$ cat config.mk
export PLATFORM = sky130hd
export DESIGN_NAME = crc16_rx_buffer
export DESIGN_NICKNAME = d
export VERILOG_FILES = /design/src/rtl/crc16_rx_buffer.sv
export SDC_FILE = /design/constraint.sdc
export NUM_CORES = 1
export LEC_CHECK = 0
export BUFFER_PORTS_ARGS = -buffer_cell sky130_fd_sc_hd__buf_2
export CAP_MARGIN = 40
export CORE_ASPECT_RATIO = 0.8
export CORE_MARGIN = 2
export CORE_UTILIZATION = 55
export CTS_CLUSTER_SIZE = 20
export DETAILED_ROUTE_END_ITERATION = 6
export HOLD_SLACK_MARGIN = 0.02
export PLACE_DENSITY = 0.75
export SLEW_MARGIN = 20
export SYNTH_ARGS = -nofsm -noshare
export SYNTH_HDL_FRONTEND = slang
export SYNTH_SLANG_ARGS = --single-unit
$ cat constraint.sdc
create_clock -name clk -period 2.5 [get_ports clk]
set_clock_uncertainty 0.1 [all_clocks]
set_input_delay 0.25 -clock clk [delete_from_list [all_inputs] [get_ports clk]]
set_output_delay 0.25 -clock clk [all_outputs]
set_load 0.1 [all_outputs]
$ cat src/rtl/crc16_rx_buffer.sv
module crc16_rx_buffer #(
    parameter int DEPTH  = 16,
    parameter int DATA_W = 8
) (
    input  logic              clk,
    input  logic              rst_n,
    input  logic              clr,
    input  logic              wr_en,
    input  logic [DATA_W-1:0] wr_data,
    input  logic              rd_en,
    output logic [DATA_W-1:0] rd_data,
    output logic              full,
    output logic              empty
);

    localparam int PTR_W  = $clog2(DEPTH + 1);
    localparam int ADDR_W = (DEPTH > 1) ? $clog2(DEPTH) : 1;

    logic [DATA_W-1:0] mem [0:DEPTH-1];
    logic [PTR_W-1:0]  wr_ptr;
    logic [PTR_W-1:0]  rd_ptr;
    logic [ADDR_W-1:0] wr_idx;
    logic [ADDR_W-1:0] rd_idx;
    logic              do_write;

    assign full     = (wr_ptr == PTR_W'(DEPTH));
    assign empty    = (rd_ptr == wr_ptr);
    assign wr_idx   = clr ? '0 : wr_ptr[ADDR_W-1:0];
    assign rd_idx   = rd_ptr[ADDR_W-1:0];
    assign do_write = wr_en && (clr || !full);
    assign rd_data  = mem[rd_idx];

    always_ff @(posedge clk or negedge rst_n) begin
        if (!rst_n) begin
            wr_ptr <= '0;
            rd_ptr <= '0;
        end else if (clr) begin
            wr_ptr <= wr_en ? PTR_W'(1) : '0;
            rd_ptr <= '0;
        end else begin
            if (wr_en && !full) wr_ptr <= wr_ptr + PTR_W'(1);
            if (rd_en && !empty) rd_ptr <= rd_ptr + PTR_W'(1);
        end
    end

    always_ff @(posedge clk) begin
        if (do_write) mem[wr_idx] <= wr_data;
    end

    // the write pointer never runs past the buffer depth
    assert_no_overflow_R6: assert property (@(posedge clk) disable iff (!rst_n)
        wr_ptr <= PTR_W'(DEPTH));

    // release never overtakes what was stored
    assert_read_behind_write_R5: assert property (@(posedge clk) disable iff (!rst_n)
        rd_ptr <= wr_ptr);

endmodule

### After elaboration in Yosys (flattened, before gate mapping)

Memories as Yosys holds them, arrays and structs flattened.
Index checks and enable logic that the tools add are counted.

* input port bits: 13
* memories kept: 1
* logic and storage cells: 23
* memory bits (writable): 128
* flip-flop bits (word level): 10

Memory list
* mem: depth 16, bits a word 8, read ports 1, clocked after memory_dff 0, write ports 1, RTL line 19 `logic [DATA_W-1:0] mem [0:DEPTH-1];`

* reduce and logical (&&, ||, !) cells: 8
* equality and inequality tests: 2
* add/sub/neg operators: 2
* multiplexer cells: 8

Operators by type and width (number)
* 5-bit 2-to-1 mux: 4
* 5-bit by 1-bit adder with 5-bit output (second input constant): 2
* 5-bit == test: 1
* 5-bit == test (second input constant): 1
* 4-bit 2-to-1 mux: 1
* 2-bit nonzero test: 2
* 1-bit logical AND: 3
* 1-bit 2-to-1 mux: 3
* 1-bit logical NOT: 2
* 1-bit logical OR: 1

### Longest topological paths before layout

* depth after elaboration: 6
* depth in mapped cells: 7
* depth with buffers taken out: 6

### Worst setup path after synthesis

Ideal clock, no wire load.

* path kind: register to register
* start point: register wr_ptr[1]
* end point: memory mem[1][0], enable pin
* buffers on the path: 1
* setup slack: -0.075 ns
* clock period less this slack: 2.575 ns
* cell stages (with the launch flop): 8
* data required time: 2.017 ns
* library setup time: 0.383 ns
* arrival time: 2.091 ns
* path through: dfrtp_1 > clkbuf_1 > inv_1 > ha_1 > a211oi_1 > o21ai_0 > or2_2 > nor3_1

* word-level cells in the longest chain between the ends: 6

Ends and longest elaborated chain
* start: declaration: RTL line 20 `logic [PTR_W-1:0] wr_ptr;`
* start signal: assignment: RTL line 38 `wr_ptr <= wr_en ? PTR_W'(1) : '0;`
* start signal: assignment: RTL line 41 `if (wr_en && !full) wr_ptr <= wr_ptr + PTR_W'(1);`
* 5-bit == test: RTL line 26 `assign full = (wr_ptr == PTR_W'(DEPTH));`
* 1-bit logical NOT: RTL line 30 `assign do_write = wr_en && (clr || !full);`
* 1-bit logical OR: RTL line 30
* 1-bit logical AND: RTL line 30
* 1-bit 2-to-1 mux: RTL line 47 `if (do_write) mem[wr_idx] <= wr_data;`
* 1-bit 2-to-1 mux (not written as such): RTL line 47
* end: declaration: RTL line 19

Several ways; a longest one is shown, not always the timed one.

### Worst setup path after layout

* start point: register rd_ptr[0]
* end point: output port rd_data[4]

* word-level cells in the longest chain between the ends: 1

Ends and longest elaborated chain
* start: declaration: RTL line 21 `logic [PTR_W-1:0] rd_ptr;`
* start signal: assignment: RTL line 42 `if (rd_en && !empty) rd_ptr <= rd_ptr + PTR_W'(1);`
* memory read 16 x 8 bit
* end: declaration: RTL line 11 `output logic [DATA_W-1:0] rd_data,`

Every way passes these cells.

==> qor.txt <==
YOSYS
---------------------------------------------------------------------------------
Share of flip-flops with an asynchronous set or reset                       7.25%
Number of synthesized flops with an enable pin                                128
Synth Flop Type                                                      sky130_fd_sc_hd__edfxtp_1
Cell count after synthesis                                                    335
Sequential fraction of the synthesis area                                   71.7%
Cell area after synthesis                                               5710 um^2
Distinct cell type count after synthesis                                       37
Flip-flop and latch count after synthesis                                     138
Net count after synthesis                                                     351
Yosys warnings                                                                  0
Synthesized area per cell                                               17.0 um^2

PLACEMENT
---------------------------------------------------------------------------------
Pre-CTS WS                                                               0.321 ns
RD Place Congestion                                                         0.798
Count of placed standard cells including taps                                 503
Port Buffers                                                                   22
Placed wire-length estimate after detailed placement                      6980 um

PWR
---------------------------------------------------------------------------------
Combinational power share                                                   19.7%
Leakage power                                                             2.46 nW
Maximum vdd drop                                                       0.000592 V
Internal power                                                          0.00453 W
Fraction of power consumed by sequential logic                              41.6%
Clock group share of total power                                            38.8%
Switching part of the total power                                           26.7%
Overall power of the completed layout                                   0.00619 W
Power per cell area                                                   866 nW/um^2
Power spent charging and discharging nets                               0.00165 W

FINISH
---------------------------------------------------------------------------------
Most common cell after layout, fill and taps aside                   sky130_fd_sc_hd__edfxtp_1
Layout fillers                                                                653
Syn-to-layout area delta                                                    25.1%
Number of diodes added for antenna fixing                                       0
Register area                                                           4100 um^2
Highest-count cells in the layout ignoring fill and taps             128 x sky130_fd_sc_hd__edfxtp_1, 29 x sky130_fd_sc_hd__mux2i_1, 24 x sky130_fd_sc_hd__nor2_1, 24 x sky130_fd_sc_hd__buf_4, 19 x sky130_fd_sc_hd__clkbuf_16
Layout net count                                                              405
Utilization after layout                                                    70.3%
Multi-input logic area                                                  1680 um^2
Share of layout cells above drive strength 1                                36.1%
Fin cells                                                                     542

FLOORPLANNING
---------------------------------------------------------------------------------
Overall die height                                                        95.1 um
Total core area                                                       10,200 um^2
Ports placed on the boundary                                                   23
Horizontal extent of the die                                               118 um
Initial cell density of the core                                            56.2%
Overall die area                                                      11,200 um^2
Total number of placement rows                                                 33

DETAILED ROUTING
---------------------------------------------------------------------------------
Total Wirelength                                                        11,900 um
Routed wire length per instance                                           21.9 um
DRC Markers                                                                     0
Detailed Route Iter0 Violations                                               243
Pre-antenna DRT Iters                                                           5
Vias/cell                                                                    5.91
Total number of vias                                                        3,202
Antenna Violating Nets Remaining                                                0

TIMING
---------------------------------------------------------------------------------
Relative slew margins                                                       68.0%
Final number of max-transition violations                                       0
Actual transition at the worst max-transition pin                        0.483 ns
Number of failing setup endpoints in the final timing report                    1
Final Hold Violating Endpoints                                                  0
Max Clock Freq                                                          0.398 GHz
Final critical delay including setup and external delays                  2.51 ns
Period utilization                                                           101%
Unrepaired setup endpoints after global routing                               yes
Worst path setup slack after routing                                   -0.0147 ns
Total negative slack                                                   -0.0147 ns

CLOCK TREE
---------------------------------------------------------------------------------
Clock tree root driver cell                                          sky130_fd_sc_hd__clkbuf_16
Clock tree from TritonCTS                                                   built
Num Clock Sinks                                                               138
CTS H-tree depth                                                                4
Deepest clock path buffer count                                                 2
Clock latency of the later-clocked register in the worst-skew pair        0.41 ns
Reg clk slew, reported paths                                              0.06 ns
Number of clock buffers inserted by TritonCTS                                  17

SETUP PATH
---------------------------------------------------------------------------------
Startpoint type of the worst setup path                                      flop
Critical-path cell list                                              buf_12 -> buf_12 -> buf_6 -> mux4_2 -> a22oi_1 -> nand2_1 -> buf_12
Number of buffer and inverter stages on the critical path                       4
Worst path top cell family by delay                                  buffers and inverters
Worst setup EP type                                                   output port
Slowest cell on the critical path                                    sky130_fd_sc_hd__mux4_2
Reg-to-reg endpoint                                                     mem[3][2]
FF-to-FF Start                                                          wr_ptr[0]
R2R Setup Slk                                                             0.42 ns
Worst endpoint data arrival time                                          2.16 ns
Required time of the worst setup path                                     2.15 ns
Kind of critical path                                                     reg2out
Largest stage delay on the critical path                                  0.50 ns
Highest net fanout along the worst path                                         8
Path depth of the worst reg2reg path                                            7
CP dominant cell by count                                            sky130_fd_sc_hd__buf_12

OUTCOME
---------------------------------------------------------------------------------
Failing checks                                                       setup timing
Result of the run                                                    complete, but fails checks

HOLD PATH
---------------------------------------------------------------------------------
Hold EP                                                                 wr_ptr[0]
Worst min-delay path class                                                 in2reg
WHS Path Cells                                                                  2
Worst Hold Launch                                                           wr_en

GRT
---------------------------------------------------------------------------------
Total gr overflow                                                               0
Via count of the first global-routing pass                                  3,100
Total Routing Usage GR                                                      21.8%
First-pass GRT wire length                                              17,400 um
Number of antenna violations at the first check in global routing               0
Largest net degree at the start of global routing                              22

RUN
---------------------------------------------------------------------------------
Max-Cap Viols                                                                   0

worst register-to-register path: stages, from the launching register on:
cell and delay, ns:
sky130_fd_sc_hd__dfrtp_1 0.35, sky130_fd_sc_hd__inv_1 0.07, sky130_fd_sc_hd__ha_1 0.22, sky130_fd_sc_hd__a211oi_1 0.21
sky130_fd_sc_hd__o21ai_0 0.16, sky130_fd_sc_hd__or2_2 0.34, sky130_fd_sc_hd__nor2_1 0.12, sky130_fd_sc_hd__buf_4 0.21
power by group through the flow:
stage          combinational, W  sequential, W  clock [W]
6_report                0.00122        0.00257    0.00240
5_1_grt                 0.00127        0.00257    0.00253
4_1_cts                 0.00108        0.00257    0.00243
3_5_place_dp            0.00102        0.00262          0
3_3_place_gp            0.00101        0.00261          0
2_1_floorplan          0.000720        0.00261          0
cell usage after synthesis (all sizes together), types with 2 or more instances:
library cell / instances / area, um^2
and2: 2 / 12.5
xor2: 5 / 51.3
nor3: 3 / 15.0
o21ai: 12 / 60.1
nand2b: 3 / 18.8
a221oi: 16 / 140
mux2i: 33 / 330
buf: 14 / 100
nor2b: 5 / 31.3
a22oi: 8 / 60.1
nand3: 4 / 20.0
edfxtp: 128 / 3840
nand2: 16 / 60.1
clkbuf: 6 / 23.8
mux4: 16 / 360
mux2: 5 / 56.3
nor2: 24 / 90.1
nand4: 2 / 12.5
ha: 3 / 37.5
a21oi: 7 / 35.0
dfrtp: 10 / 250
inv: 4 / 15.0
sequential cells by signal (all words and copies together) (netlist names):
| name | cells |
|---|---|
| wr_ptr | 5 |
| mem | 128 |
| rd_ptr | 5 |
timing repair:
action | in CTS | in global routing
gates resized for setup | 6 | 50
endpoints found under the hold margin | 10 | 0
hold buffers | 1 | 0
gates cloned | 1 | 2
setup endpoints to repair | 8 | 9
pin swaps | 1 | 24
buffers inserted | 1 | 3
cell type report:
type | count | share of cell area (%)
Tap cell | 140 | 2.45
Clock inverter | 15 | 2.12
Sequential cell | 138 | 57.4
Clock buffer | 17 | 5.96
Multi-Input combinational cell | 172 | 23.5
Timing Repair Buffer | 55 | 8.34
Inverter | 5 | 0.263
cell families (layout without fill, tap and decap cells):
group	count (synthesis)	in the layout	synth area share, %
simple gates	63	63	5.37
mux	54	54	13.1
buf+inv	25	92	2.50
flops	138	138	71.7
compound gates	46	46	5.59
xor+xnor	6	6	1.05
fa+ha+maj	3	3	0.658
worst max-delay path by stage:
stage                     slack [ns]          to      start  cells after the start
after floorplan                 0.14   mem[3][0]  wr_ptr[1]                      7
final                          -0.01  rd_data[4]  rd_ptr[0]                      7
after CTS                      -0.07  rd_data[2]  rd_ptr[1]                      5
after global placement          0.08  rd_data[0]  rd_ptr[1]                      5
after global routing           -0.07  rd_data[4]  rd_ptr[0]                      7
after detailed placement        0.32  rd_data[0]  rd_ptr[1]                      5
metrics by stage:
| stage | instance area (um^2) | hold slack, ns |
|---|---|---|
| 5_1_grt | 7140 | 0.0846 |
| 6_report | 7140 | 0.0801 |
| 3_5_place_dp | 6200 | 0.0326 |
| 4_1_cts | 6860 | 0.0618 |
| 3_3_place_gp | 6190 | 0.0294 |
| 2_1_floorplan | 5710 | -0.146 |
metal layers:
metal | up-vias | GRT usage (%) | routed length (um)
li1 | 1434 | - | -
met1 | 1633 | 29.9 | 5220
met2 | 119 | 34.3 | 5770
met3 | 16 | 6.34 | 762
met4 | 0 | 6.63 | 135
met5 | - | 0 | 0
No activity file was read; power rests on OpenSTA's default activity.
